--- config.mk ---
export PLATFORM = sky130hd
export DESIGN_NAME = intc_core
export DESIGN_NICKNAME = d
export VERILOG_FILES = /design/src/rtl/intc_pkg.sv /design/src/rtl/intc_rst_sync.sv /design/src/rtl/intc_wr_decode.sv /design/src/rtl/intc_mask_reg.sv /design/src/rtl/intc_prio_pick.sv /design/src/rtl/intc_issue_ctrl.sv /design/src/rtl/intc_core.sv
export SDC_FILE = /design/constraint.sdc
export NUM_CORES = 1
export LEC_CHECK = 0
export CAP_MARGIN = 0
export CORE_MARGIN = 10
export CORE_UTILIZATION = 30
export CTS_CLUSTER_DIAMETER = 100
export CTS_CLUSTER_SIZE = 10
export DETAILED_ROUTE_END_ITERATION = 10
export SYNTH_ARGS = -nofsm -noshare
export SYNTH_HDL_FRONTEND = slang
export SYNTH_SLANG_ARGS = --single-unit
--- constraint.sdc ---
create_clock -name clk -period 0.8 [get_ports clk]
set_input_delay 0.2 -clock clk [delete_from_list [all_inputs] [get_ports clk]]
set_output_delay 0.2 -clock clk [all_outputs]
set_load 0.05 [all_outputs]
--- src/rtl/intc_pkg.sv ---
`timescale 1ns/1ps
package intc_pkg;

  typedef enum logic {
    ST_IDLE = 1'b0,
    ST_HELD = 1'b1
  } issue_state_e;

  localparam int unsigned MASK_PORT = 0;
  localparam int unsigned ACK_PORT  = 1;

endpackage

--- src/rtl/intc_rst_sync.sv ---
`timescale 1ns/1ps
module intc_rst_sync #(
  parameter int unsigned STAGES = 2
) (
  input  logic clk,
  input  logic rst_n,
  output logic rst_n_sync
);

  logic [STAGES-1:0] chain_q;

  always_ff @(posedge clk or negedge rst_n) begin
    if (!rst_n) chain_q <= '0;
    else        chain_q <= {chain_q[STAGES-2:0], 1'b1};
  end

  assign rst_n_sync = chain_q[STAGES-1];

endmodule

--- src/rtl/intc_wr_decode.sv ---
`timescale 1ns/1ps
module intc_wr_decode #(
  parameter int unsigned ADDR_W   = 2,
  parameter int unsigned DATA_W   = 8,
  parameter int unsigned ACK_CODE = 32'h20
) (
  input  logic              we,
  input  logic [ADDR_W-1:0] addr,
  input  logic [DATA_W-1:0] wdata,
  output logic              mask_we,
  output logic              ack_hit
);

  import intc_pkg::*;

  localparam logic [ADDR_W-1:0] MASK_A = ADDR_W'(MASK_PORT);
  localparam logic [ADDR_W-1:0] ACK_A  = ADDR_W'(ACK_PORT);
  localparam logic [DATA_W-1:0] CODE   = DATA_W'(ACK_CODE);

  always_comb begin
    mask_we = we && (addr == MASK_A);
    ack_hit = we && (addr == ACK_A) && (wdata == CODE);
  end

endmodule

--- src/rtl/intc_mask_reg.sv ---
`timescale 1ns/1ps
module intc_mask_reg #(
  parameter int unsigned N_LINES = 8,
  parameter int unsigned DATA_W  = 8
) (
  input  logic               clk,
  input  logic               rst_n,
  input  logic               load,
  input  logic [DATA_W-1:0]  wdata,
  output logic [N_LINES-1:0] mask
);

  logic [N_LINES-1:0] mask_q;
  logic [N_LINES-1:0] mask_d;

  always_comb begin
    mask_d = mask_q;
    if (load) mask_d = wdata[N_LINES-1:0];
  end

  always_ff @(posedge clk or negedge rst_n) begin
    if (!rst_n)    mask_q <= '0;
    else if (load) mask_q <= mask_d;
  end

  assign mask = mask_q;

endmodule

--- src/rtl/intc_prio_pick.sv ---
`timescale 1ns/1ps
module intc_prio_pick #(
  parameter int unsigned N_LINES = 8,
  parameter int unsigned VEC_W   = 3
) (
  input  logic [N_LINES-1:0] pend,
  output logic               any,
  output logic [VEC_W-1:0]   win
);

  logic [N_LINES-1:0] above;
  logic [N_LINES-1:0] grant;

  assign above[0] = 1'b0;
  assign grant[0] = pend[0];

  for (genvar g = 1; g < N_LINES; g++) begin : g_chain
    assign above[g] = above[g-1] | pend[g-1];
    assign grant[g] = pend[g] & ~above[g];
  end

  always_comb begin
    win = '0;
    for (int i = 0; i < N_LINES; i++) begin
      if (grant[i]) win = win | VEC_W'(i);
    end
  end

  assign any = |pend;

endmodule

--- src/rtl/intc_issue_ctrl.sv ---
`timescale 1ns/1ps
module intc_issue_ctrl #(
  parameter int unsigned VEC_W = 3
) (
  input  logic             clk,
  input  logic             rst_n,
  input  logic             any_pend,
  input  logic [VEC_W-1:0] win,
  input  logic             ack_hit,
  output logic             irq,
  output logic [VEC_W-1:0] vec
);

  import intc_pkg::*;

  issue_state_e     st_q, st_d;
  logic [VEC_W-1:0] vec_q, vec_d;
  logic             vec_en;

  always_comb begin
    st_d   = st_q;
    vec_d  = vec_q;
    vec_en = 1'b0;
    case (st_q)
      ST_IDLE: begin
        if (any_pend) begin
          st_d   = ST_HELD;
          vec_d  = win;
          vec_en = 1'b1;
        end
      end
      ST_HELD: begin
        if (ack_hit) st_d = ST_IDLE;
      end
      default: st_d = ST_IDLE;
    endcase
  end

  always_ff @(posedge clk or negedge rst_n) begin
    if (!rst_n) st_q <= ST_IDLE;
    else        st_q <= st_d;
  end

  always_ff @(posedge clk or negedge rst_n) begin
    if (!rst_n)      vec_q <= '0;
    else if (vec_en) vec_q <= vec_d;
  end

  assign irq = (st_q == ST_HELD);
  assign vec = vec_q;

endmodule

--- src/rtl/intc_core.sv ---
`timescale 1ns/1ps
module intc_core #(
  parameter int unsigned N_LINES  = 8,
  parameter int unsigned ADDR_W   = 2,
  parameter int unsigned DATA_W   = 8,
  parameter int unsigned ACK_CODE = 32'h20,
  localparam int unsigned VEC_W   = (N_LINES > 1) ? $clog2(N_LINES) : 1
) (
  input  logic               clk,
  input  logic               rst_n,
  input  logic [N_LINES-1:0] dev_req,
  input  logic               reg_we,
  input  logic [ADDR_W-1:0]  reg_addr,
  input  logic [DATA_W-1:0]  reg_wdata,
  output logic               cpu_irq,
  output logic [VEC_W-1:0]   cpu_vec
);

  logic               rst_n_int;
  logic               mask_we;
  logic               ack_hit;
  logic [N_LINES-1:0] line_en;
  logic [N_LINES-1:0] pend;
  logic               any_pend;
  logic [VEC_W-1:0]   win;

  intc_rst_sync #(.STAGES(2)) u_rst (
    .clk       (clk),
    .rst_n     (rst_n),
    .rst_n_sync(rst_n_int)
  );

  intc_wr_decode #(
    .ADDR_W  (ADDR_W),
    .DATA_W  (DATA_W),
    .ACK_CODE(ACK_CODE)
  ) u_dec (
    .we     (reg_we),
    .addr   (reg_addr),
    .wdata  (reg_wdata),
    .mask_we(mask_we),
    .ack_hit(ack_hit)
  );

  intc_mask_reg #(
    .N_LINES(N_LINES),
    .DATA_W (DATA_W)
  ) u_mask (
    .clk  (clk),
    .rst_n(rst_n_int),
    .load (mask_we),
    .wdata(reg_wdata),
    .mask (line_en)
  );

  assign pend = dev_req & line_en;

  intc_prio_pick #(
    .N_LINES(N_LINES),
    .VEC_W  (VEC_W)
  ) u_pick (
    .pend(pend),
    .any (any_pend),
    .win (win)
  );

  intc_issue_ctrl #(.VEC_W(VEC_W)) u_issue (
    .clk     (clk),
    .rst_n   (rst_n_int),
    .any_pend(any_pend),
    .win     (win),
    .ack_hit (ack_hit),
    .irq     (cpu_irq),
    .vec     (cpu_vec)
  );

endmodule

==> results.cfg <==
[critical_path]
cp.required_ps = 970
worst-path-buf-inv = 0
worstPathMaxFanout = 3
slowest_delay_ps = 400
cp-start-kind = register
cp-end-kind = register
critPathTopFamily = compound AO/OA/AOI/OAI gates
criticalPathCategory = reg -> reg
cp.arrival_ps = 1560
crit_path_cell_trace = a22o_1, a221oi_4, a41oi_2, o32a_2
cpMaxStageDelayCell = dfrtp_1

[power]
max-vdd-ir-drop_uv = 1880
powerDensity_mw_per_mm2 = 2630
p_int_mw = 2.17
combinationalPowerShare_pct = 51.2
p_leak_nw = 0.534
p_sw_mw = 1.07
clkPwrFrac_pct = 15.3
sw_frac_of_total_pct = 33.1
seqPwrFrac_pct = 33.4

[cts]
clockBufferDepth = 2
cts_tree = built
hold_buffers = 0
cts.sinks = 14
ctsRootBufferMaster = clkbuf_4
htreeDepth = 1
clkSlewWorstSetupHoldPaths_ps = 80
clock_latency_ps = 280
cts_buffers = 3

[synthesis]
synth_area_leader_cell = dfrtp_1
yosys_warnings = 0
yosysSeqAreaShare_pct = 54.8
synth_top_cell_area_share_pct = 54.8
synth_area_leaders = dfrtp_1, mux2_2, a221oi_4
synth_fp_nets = 68
synth_cell_type_count = 19
syn_inst = 47
netlist_area_um2 = 639
synth.avg_cell_area_um2 = 13.6
ys_ff_latch = 14

[die]
die_area_mm2 = 0.00438
num_rows = 16
start_util_pct = 31.9
core_mm2 = 0.00200
fp.dieH_um = 66.2
die_w_um = 66.2
ioPinCount = 25

[sta]
whs_ps = 72.9
fin_crit_ps = 1390
finalWorstSetupSlack_ps = -592
max_freq_ghz = 0.718
timing.final.hold_violations = 0
finClkSkew_ps = 4.16
setup_tns_ps = -4060
drv_slew = 0
period_share_pct = 174
grt_setup_unrepaired = true
setup_viol = 16

[placement]
port_buffers = 24
place_area_mm2 = 0.00112
place_congestion = 0.697
place_hpwl_mm = 1.39
dpl.cell_count = 113

[global_routing]
grt.total_usage_pct = 8.57
grt_pass1_vias = 650
grt_max_degree = 13
antenna_found_initial = 0
grt_pass1_wl_mm = 3.02
grt-ovfl-total = 0

[route]
first_pass_iters = 4
wl_mm = 1.74
drc = 0
drt.antenna.violating_nets = 0
routed.top_layer = met3
wl_met2_um = 848
dr_wl_met3_um = 166
wire_per_inst_um = 14.3
via_per_inst = 4.68
via_count = 571
wl_met1_um = 724
drt_iter0_markers = 19

[finish]
n_antenna_cell = 0
final_cell_mix = clkdlybuf4s50_1, buf_4, buf_6, dfrtp_1, mux2_4
syn2layout_area_growth_pct = 92.6
final_common_cell = clkdlybuf4s50_1
post-route-util_pct = 61.5
finalNonFillerCells = 122
nets = 117
nFillCells = 164
drive_gt1_share_pct = 53.7
finalInstanceArea_mm2 = 0.00123

[run]
drv_cap = 0

[min_path]
worstHoldPathType = in -> async

[outcome]
violations = negative setup slack
outcome = finished, violations left
==> sequential cells by signal (all words and copies together) (netlist names) <==
name,cells
u_issue.vec,3
u_mask.mask,8
u_rst.chain_q,2
u_issue.irq,1
==> power groups by stage <==
| stage | sequential (mW) | clock (mW) | combinational (mW) |
|---|---|---|---|
| after floorplan | 1.39 | 0 | 0.368 |
| after global routing | 1.11 | 0.549 | 1.75 |
| after CTS | 1.08 | 0.508 | 1.66 |
| final | 1.08 | 0.497 | 1.66 |
| after detailed placement | 1.10 | 0 | 1.48 |
| after global placement | 1.10 | 0 | 1.46 |
==> stage by stage <==
step	power (mW)	setup slack [ps]
floorplan	1.75	-481
global placement	2.56	-807
detailed placement	2.58	-867
CTS	3.24	-586
global route	3.41	-681
finish	3.24	-592
==> synthesized netlist by cell type <==
library cell / instances
a41oi_2: 1
a22oi_1: 2
and3_2: 1
a21oi_1: 3
a32oi_1: 1
o32a_2: 1
mux2_2: 8
nor4b_1: 1
nand2_1: 4
dfrtp_1: 14
o22a_1: 2
a22o_1: 1
a221oi_4: 1
a21o_1: 1
nor3_1: 1
conb_1: 1
nand3_1: 2
nor4bb_1: 1
nor3b_2: 1
==> worst reg2reg max path, cell delays in order (launching register included) <==
cell and delay, ps:
dfrtp_1 400, a22o_1 250, a221oi_4 240, a41oi_2 180, o32a_2 200
==> cells by family after synthesis <==
logic type         share of synthesized area [%]
and+or+nand+nor                             10.8
other                                      0.587
muxes                                       14.1
DFF                                         54.8
AOI/OAI and AO/OA                           19.8
==> per-layer routing <==
layer,GRT usage [%],vias to the layer above
met5,0,-
met2,13.5,22
met1,10.3,271
met3,3.73,0
li1,-,278
met4,2.36,0
==> worst paths after layout <==
| kind | slack (ps) | startpoint | endpoint | depth (start not counted) |
|---|---|---|---|---|
| min in group clk | 260 | reg_addr[1] | u_issue.irq | 4 |
| hold / removal | 70 | rst_n | u_rst.chain_q[0] | 1 |
| hold reg to reg | 160 | u_rst.chain_q[1] | u_mask.mask[6] | 1 |
| setup reg to reg | -590 | u_mask.mask[1] | u_issue.vec[0] | 4 |
| setup / recovery | -590 | u_mask.mask[1] | u_issue.vec[0] | 4 |
| max in group asynchronous | 470 | u_rst.chain_q[1] | u_mask.mask[2] | 1 |
==> final cells by class <==
type | instances | area, um^2 | share of cell area [%]
clock buffers | 4 | 36.3 | 2.95
multi-input cells | 33 | 335 | 27.2
well taps | 27 | 33.8 | 2.74
flip-flops and latches | 14 | 357 | 29.0
repair buffers | 44 | 469 | 38.1
==> what timing repair did <==
item,4_1_cts,5_1_grt
gates resized for setup,22,5
setup buffers,6,3
pin swaps,1,2
endpoints found under the setup margin,16,16
Note: power is estimated with default switching activity, not from simulation.
